<file path="src/rtl/seg_rx_pkg.sv">
package seg_rx_pkg;

    typedef enum logic [1:0] {
        ST_NO_CODE = 2'd0,
        ST_ARMED   = 2'd1,
        ST_HOLD    = 2'd2
    } rx_state_e;

endpackage

</file>
<file path="src/rtl/seg_tgl_sync.sv">
module seg_tgl_sync #(
    parameter int STAGES = 2
) (
    input  logic clk,
    input  logic rst_n,
    input  logic tgl_async,
    output logic new_evt
);
    // chain[0..STAGES-1] synchronize; chain[STAGES] remembers last seen level
    logic [STAGES:0] chain;

    always_ff @(posedge clk or negedge rst_n) begin
        if (!rst_n) begin
            chain <= '0;
        end else begin
            chain <= {chain[STAGES-1:0], tgl_async};
        end
    end

    assign new_evt = chain[STAGES] ^ chain[STAGES-1];

endmodule

</file>
<file path="src/rtl/seg_code_norm.sv">
module seg_code_norm #(
    parameter int             W         = 3,
    parameter logic [W-1:0]   PFM_HS_EN = 1
) (
    input  logic [W-1:0] hs_raw,
    input  logic [W-1:0] ls_raw,
    output logic [W-1:0] hs_norm,
    output logic [W-1:0] ls_norm,
    output logic         pfm_norm
);
    localparam logic [W-1:0] MIN_EN = {{(W-1){1'b0}}, 1'b1};

    always_comb begin
        pfm_norm = (hs_raw == '0) && (ls_raw == '0);
        if (pfm_norm) begin
            hs_norm = PFM_HS_EN;
            ls_norm = '0;
        end else begin
            hs_norm = (hs_raw == '0) ? MIN_EN : hs_raw;
            ls_norm = (ls_raw == '0) ? MIN_EN : ls_raw;
        end
    end

endmodule

</file>
<file path="src/rtl/seg_apply_fsm.sv">
module seg_apply_fsm
    import seg_rx_pkg::*;
#(
    parameter int W = 3
) (
    input  logic         clk,
    input  logic         rst_n,
    input  logic         new_evt,
    input  logic [W-1:0] hs_norm,
    input  logic [W-1:0] ls_norm,
    input  logic         pfm_norm,
    input  logic         pwm_hs,
    output logic [W-1:0] hs_en,
    output logic [W-1:0] ls_en,
    output logic         pfm_live
);
    rx_state_e    state_q, state_d;
    logic         pwm_prev_q;
    logic         pwm_fall;
    logic [W-1:0] hs_pend_q, ls_pend_q;
    logic         pfm_pend_q;
    logic         apply;

    assign pwm_fall = pwm_prev_q && !pwm_hs;
    assign apply    = (state_q == ST_ARMED) && pwm_fall;

    // state register
    always_ff @(posedge clk or negedge rst_n) begin
        if (!rst_n) begin
            state_q <= ST_NO_CODE;
        end else begin
            state_q <= state_d;
        end
    end

    // next state
    always_comb begin
        state_d = state_q;
        unique case (state_q)
            ST_NO_CODE: if (new_evt) state_d = ST_ARMED;
            ST_ARMED:   if (pwm_fall && !new_evt) state_d = ST_HOLD;
            ST_HOLD:    if (new_evt) state_d = ST_ARMED;
            default:    state_d = ST_NO_CODE;
        endcase
    end

    // pending word, edge history and live enable set
    always_ff @(posedge clk or negedge rst_n) begin
        if (!rst_n) begin
            pwm_prev_q <= 1'b0;
            hs_pend_q  <= '0;
            ls_pend_q  <= '0;
            pfm_pend_q <= 1'b1;
            hs_en      <= '0;
            ls_en      <= '0;
            pfm_live   <= 1'b1;
        end else begin
            pwm_prev_q <= pwm_hs;
            if (apply) begin
                hs_en    <= hs_pend_q;
                ls_en    <= ls_pend_q;
                pfm_live <= pfm_pend_q;
            end
            if (new_evt) begin
                hs_pend_q  <= hs_norm;
                ls_pend_q  <= ls_norm;
                pfm_pend_q <= pfm_norm;
            end
        end
    end

endmodule

</file>
<file path="src/rtl/seg_gate_stage.sv">
module seg_gate_stage #(
    parameter int W = 3
) (
    input  logic         pwm_hs,
    input  logic         pwm_ls,
    input  logic         pfm_live,
    input  logic [W-1:0] hs_en,
    input  logic [W-1:0] ls_en,
    output logic [W-1:0] hs_gate,
    output logic [W-1:0] ls_gate
);
    for (genvar g = 0; g < W; g++) begin : g_seg
        assign hs_gate[g] = pwm_hs & hs_en[g];
        assign ls_gate[g] = pwm_ls & ls_en[g] & ~pfm_live;
    end

endmodule

</file>
<file path="src/rtl/seg_code_rx.sv">
module seg_code_rx #(
    parameter int                 SEG_W       = 3,
    parameter int                 SYNC_STAGES = 2,
    parameter logic [SEG_W-1:0]   PFM_HS_EN   = 1
) (
    input  logic             clk,
    input  logic             rst_n,
    input  logic             code_tgl,
    input  logic [SEG_W-1:0] hs_code,
    input  logic [SEG_W-1:0] ls_code,
    input  logic             pwm_hs,
    input  logic             pwm_ls,
    output logic [SEG_W-1:0] hs_gate,
    output logic [SEG_W-1:0] ls_gate,
    output logic             pfm_mode
);
    logic             new_evt;
    logic [SEG_W-1:0] hs_norm, ls_norm;
    logic             pfm_norm;
    logic [SEG_W-1:0] hs_en_q, ls_en_q;
    logic             pfm_q;

    seg_tgl_sync #(.STAGES(SYNC_STAGES)) u_sync (
        .clk       (clk),
        .rst_n     (rst_n),
        .tgl_async (code_tgl),
        .new_evt   (new_evt)
    );

    seg_code_norm #(.W(SEG_W), .PFM_HS_EN(PFM_HS_EN)) u_norm (
        .hs_raw   (hs_code),
        .ls_raw   (ls_code),
        .hs_norm  (hs_norm),
        .ls_norm  (ls_norm),
        .pfm_norm (pfm_norm)
    );

    seg_apply_fsm #(.W(SEG_W)) u_fsm (
        .clk      (clk),
        .rst_n    (rst_n),
        .new_evt  (new_evt),
        .hs_norm  (hs_norm),
        .ls_norm  (ls_norm),
        .pfm_norm (pfm_norm),
        .pwm_hs   (pwm_hs),
        .hs_en    (hs_en_q),
        .ls_en    (ls_en_q),
        .pfm_live (pfm_q)
    );

    seg_gate_stage #(.W(SEG_W)) u_gate (
        .pwm_hs   (pwm_hs),
        .pwm_ls   (pwm_ls),
        .pfm_live (pfm_q),
        .hs_en    (hs_en_q),
        .ls_en    (ls_en_q),
        .hs_gate  (hs_gate),
        .ls_gate  (ls_gate)
    );

    assign pfm_mode = pfm_q;

endmodule

</file>
<file path="config.mk">
export PLATFORM = sky130hd
export DESIGN_NAME = seg_code_rx
export DESIGN_NICKNAME = d
export VERILOG_FILES = /design/src/rtl/seg_rx_pkg.sv /design/src/rtl/seg_tgl_sync.sv /design/src/rtl/seg_code_norm.sv /design/src/rtl/seg_apply_fsm.sv /design/src/rtl/seg_gate_stage.sv /design/src/rtl/seg_code_rx.sv
export SDC_FILE = /design/constraint.sdc
export NUM_CORES = 1
export LEC_CHECK = 0
export CELL_PAD_IN_SITES_DETAIL_PLACEMENT = 2
export CELL_PAD_IN_SITES_GLOBAL_PLACEMENT = 2
export CORE_UTILIZATION = 32
export DETAILED_ROUTE_END_ITERATION = 12
export PLACE_DENSITY_LB_ADDON = 0.1
export SETUP_SLACK_MARGIN = 0.1
export SLEW_MARGIN = 5
export SYNTH_ARGS = -nofsm -noshare
export SYNTH_HDL_FRONTEND = slang
export SYNTH_SLANG_ARGS = --single-unit
</file>
<file path="constraint.sdc">
create_clock -name clk -period 1.7 [get_ports clk]
set_input_delay 0.34 -clock clk [delete_from_list [all_inputs] [get_ports clk]]
set_output_delay 0.34 -clock clk [all_outputs]
set_load 0.1 [all_outputs]
</file>
Word-level counts from Yosys, hierarchy flattened
Index checks and enable logic that the tools add are counted.
{ "word_totals": {"in_bits": 11, "elab_cells": 42, "out_inout_bits": 7, "reg_bits": 20} }
{ "op_classes": {"bitwise": 11, "n_eq_ne": 4, "n_mux": 7, "n_reduce_logical": 11} }
{ "ops": {"columns": ["op", "n"], "rows": [
  ["3-bit two-way mux", 4],
  ["1-bit AND", 9],
  ["3-bit zero test", 2],
  ["1-bit logical AND", 4],
  ["2-bit two-way mux", 2],
  ["2-bit case mux with 2 select lines", 1],
  ["2-bit by 1-bit equality test with 1-bit output (second input constant)", 1],
  ["2-bit equality test (second input constant)", 1],
  ["1-bit zero test", 2],
  ["2-bit zero test", 1],
  ["2-bit by 1-bit inequality test with 1-bit output (second input constant)", 1],
  ["2-bit inequality test (second input constant)", 1],
  ["2-bit AND reduction", 1],
  ["2-bit OR reduction", 1],
  ["1-bit NOT", 1],
  ["1-bit bitwise XOR", 1]
]} }

Depth between registers and ports, before layout
{ "depth": {"depth_word": 5, "ltp_mapped": 4, "mapped_depth_nobuf": 3} }

By module
Synthesis repeated with hierarchy kept, for this count alone.
{ "hier_totals": {"hier_cells": 59, "area_unflattened_um2": 855.8} }
{ "modules_own_cells": {"columns": ["module", "cells_each", "n_inst", "area_each_um2"], "rows": [
  ["seg_apply_fsm", 40, 1, 669.4],
  ["seg_tgl_sync", 4, 1, 83.8],
  ["seg_code_norm", 9, 1, 57.6],
  ["seg_gate_stage", 6, 1, 45.0]
]} }

Least setup slack after synthesis
OpenSTA, ideal clock, no wires.
{ "synth_path": {"path_type": "reg-to-output", "start": "register u_fsm.pfm_live", "end": "output ls_gate[0]", "n_path_buf": 0, "t_arrival_ns": 1.488, "setup_slack_ns": -0.128, "stages_incl_launch_ff": 3, "t_required_ns": 1.360, "path_cell_list": "dfstp_2 -> nor2b_1 -> and2_1"} }
{ "synth_via": {"elab_chain_cells": 2} }
{ "synth_rtl": {"columns": ["element", "line", "rtl"], "rows": [
  ["start, declared", "seg_apply_fsm.sv:15", "output logic pfm_live"],
  ["start signal, assigned", "seg_apply_fsm.sv:62", "pfm_live <= pfm_pend_q;"],
  ["1-bit NOT", "seg_gate_stage.sv:14", "assign ls_gate[g] = pwm_ls & ls_en[g] & ~pfm_live;"],
  ["1-bit AND", "seg_gate_stage.sv:14", null],
  ["end, declared", "seg_code_rx.sv:14", "output logic [SEG_W-1:0] ls_gate,"]
]} }
Every way passes these cells.

Worst setup path in the final report
{ "layout_path": {"start": "input pwm_ls", "end": "output ls_gate[2]"} }
{ "layout_via": {"elab_chain_cells": 2} }
{ "layout_rtl": {"columns": ["element", "line", "rtl"], "rows": [
  ["start, declared", "seg_code_rx.sv:12", "input logic pwm_ls,"],
  ["1-bit AND (2 in series)", "seg_gate_stage.sv:14", null]
]} }
Every way passes these cells.

==> reports/results.ini <==
[layout]
ratio_of_cells_with_drive_above_1_in_the_final_layout_pct=41.5
synthToLayoutAreaGrowth_pct=47.6
inserted_diodes=0
nets=94
fillerInstances=219
finish.instance_area_sq_um=1170
final_util_pct=51.5

[global_route]
first_pass_grt_wire_length_um=3170
first_global_vias=629
grt_max_degree=21
antenna_found_initial=0
track_usage_pct=17.4
grt.overflow.total=0

[worst_setup_path]
worstPathMaxFanout=3
cp_data_arrival_time_ns=1.30
timing.critical_path.from_type=input port
setup.reg_to_reg.worst_slack_ns=0.32
cpPeakStageDelay_ns=0.46
critPathCaptureType=output pin
critical_path.cell_chain=clkdlybuf4s50_1 -> nor2b_4 -> and2_4 -> buf_12
rr_worst_depth=3
worstReg2RegStart=u_sync.chain[1]$_DFF_PN0_
cpMaxStageDelayCell=sky130_fd_sc_hd__clkdlybuf4s50_1
critical_path.top_delay_family=buffers and inverters
cp_num_buf_inv=2
critPathRequiredTime_ns=1.36
reg2reg_to=u_fsm.ls_pend_q[1]$_DFFE_PN0P_
timing.setup.critical_path_class=input port to output pin

[synth]
synth.most_common_cell=sky130_fd_sc_hd__dfrtp_1
asyncSetResetFlopFracSynth_pct=100
mean_syn_cell_area_sq_um=13.9
synth_flop_type=sky130_fd_sc_hd__dfrtp_1
synth-seq-area-share_pct=63.4
ys_top_cells_by_count=18 x sky130_fd_sc_hd__dfrtp_1, 11 x sky130_fd_sc_hd__mux2_2, 6 x sky130_fd_sc_hd__and2_1
post-synth-top-area-cell=sky130_fd_sc_hd__dfrtp_1
synth_warn=0
synth_cells=57
synth_enable_flop_cells=0
synth-seq-cells=20
post_synth_num_cell_types=17
ys_top_cells_by_area=sky130_fd_sc_hd__dfrtp_1 57%, sky130_fd_sc_hd__mux2_2 16%, sky130_fd_sc_hd__dfstp_2 6.6%, sky130_fd_sc_hd__and2_1 4.7%, sky130_fd_sc_hd__nor4b_4 3.0%
post_synth_instance_area_sq_um=793
mappedNetlistNets=68
synth_largest_type_area_fraction_pct=56.8

[cts]
insertion_delay_ns=0.30
clock-root-buffer=sky130_fd_sc_hd__clkbuf_4
clock_sinks=20
clockBufferDepth=2
tritoncts.num_buffers=3
cts_tree=built
clock_tree.htree_level_count=1
clkSlewWorstSetupHoldPaths_ns=0.12

[placement]
placement.cell_area_sq_um=1100
place_worst_setup_slack_ns=-0.126
dp_hpwl_um=1400
gp_routability_congestion=0.637
portBuffers=17

[route]
initialDrtViolationCount=0
ant_nets=0
drc=0
routed-via-count=534
number_of_detailed_routing_iterations_run_before_antenna_repair=1
avgRoutedWirePerCell_um=16.7
detail_route.wirelength_um=1840
drt-vias-per-instance=4.85

[timing]
finalMaxSlewViolations=0
unrepaired_setup_endpoints_after_global_routing=true
fin_crit_ns=1.64
worst_slew_margin_rel_pct=80.1
hold_viol_final=0
fin_ws_ns=0.0560
clock_skew_ns=0.00601
finalSetupViolCount=0
timing.final.crit_share_pct=96.7
fmaxAchievable_ghz=0.608
fin_worst_hold_slack_ns=0.366
worst-slew-pin-transition_ns=0.296

[floorplanning]
core_ar_sq_um=2280
row_count=17
die_height_um=51.8
top_level_i_o_count=18
fp.dieArea_sq_um=2680
die-width_um=51.8
starting_density_of_the_core_pct=34.9

[status]
run_status=finished clean

[power_and_ir_drop]
worst_ir_drop_vdd_mv=0.614
static_leak_uw=0.000498
total_power_divided_by_cell_area_nw_per_um2=1390

[job]
max-cap-violations=0

[hold_path]
hold_path_class=input port to async pin

==> power by group <==
group	leakage, uW	switching (uW)	internal, uW
Clock	0.0000279	149	238
Sequential	0.000231	51.2	566
Combinational	0.000239	359	265
==> per-stage QoR <==
| step | setup TNS, ns | total power, uW | std cells |
|---|---|---|---|
| after floorplan | 0 | 991 | 57 |
| after global placement | -0.526 | 1230 | 105 |
| after detailed placement | -0.935 | 1250 | 105 |
| after CTS | 0 | 1660 | 110 |
| after global routing | 0 | 1700 | 110 |
| final | 0 | 1630 | 110 |
==> layer usage <==
layer | GRT usage [%] | vias to the layer above | part of all wire (%)
met2 | 29.9 | 7 | 53
met3 | 3.51 | 2 | 2.0
li1 | - | 245 | -
met4 | 6.76 | 0 | 0.76
met1 | 21.3 | 280 | 45
met5 | 0 | - | 0
==> cells by family (layout without fill, tap and decap cells) <==
| kind of cell | after synthesis | in the layout | share of synthesized area, % |
|---|---|---|---|
| flops | 20 | 20 | 63.4 |
| mux | 11 | 11 | 15.6 |
| compound gates | 6 | 6 | 4.89 |
| simple gates | 17 | 17 | 13.9 |
| buf+inv | 2 | 27 | 1.10 |
| xor+xnor | 1 | 1 | 1.10 |
==> registers in the layout, indices dropped and copies added (netlist names) <==
name and flops:
u_fsm.hs_en 3, u_fsm.hs_pend_q 3, u_fsm.ls_en 3, u_fsm.ls_pend_q 3, u_fsm.pfm_live 1, u_fsm.pfm_pend_q 1, u_fsm.pwm_prev_q 1, u_fsm.state_q 2
u_sync.chain 3
==> timing repair <==
action / 4_1_cts / 5_1_grt
gates resized for setup: 6 / 0
buffers inserted: 1 / 0
setup endpoints to repair: 6 / 4
hold buffers: 0 / 0
pin swaps: 1 / 2
==> cells in the final DEF (no fill, tap or decap), drive strengths merged, types with 2 or more instances in the layout <==
cell type,instances
clkdlybuf4s50,9
nor2b,2
nand2,3
and2,6
nor3,3
dfstp,2
mux2,11
buf,12
o21ai,3
clkbuf,3
dfrtp,18
==> worst max-delay path by stage <==
stage | startpoint | to | slack (ns) | cells past startpoint
final | pwm_ls | ls_gate[2] | 0.06 | 4
after floorplan | u_fsm.pfm_live$_DFFE_PN1P_ | ls_gate[0] | 0.11 | 2
after CTS | u_fsm.pfm_live$_DFFE_PN1P_ | ls_gate[2] | 0.03 | 3
after global routing | u_fsm.pfm_live$_DFFE_PN1P_ | ls_gate[2] | 0.03 | 3
after detailed placement | pwm_hs | u_fsm.hs_en[0]$_DFFE_PN0P_ | -0.13 | 4
after global placement | pwm_hs | u_fsm.ls_en[2]$_DFFE_PN0P_ | -0.08 | 4
==> area by class of cell <==
| cell class | count | area [sq um] | area share [%] |
|---|---|---|---|
| clock buffers | 3 | 22.5 | 1.92 |
| repair buffers | 22 | 277 | 23.6 |
| clock inverters | 1 | 30.0 | 2.56 |
| inverters | 1 | 3.75 | 0.321 |
| well taps | 28 | 35.0 | 2.99 |
| flip-flops and latches | 20 | 507 | 43.3 |
| multi-input cells | 35 | 297 | 25.3 |
(Power assumes the default switching activity.)
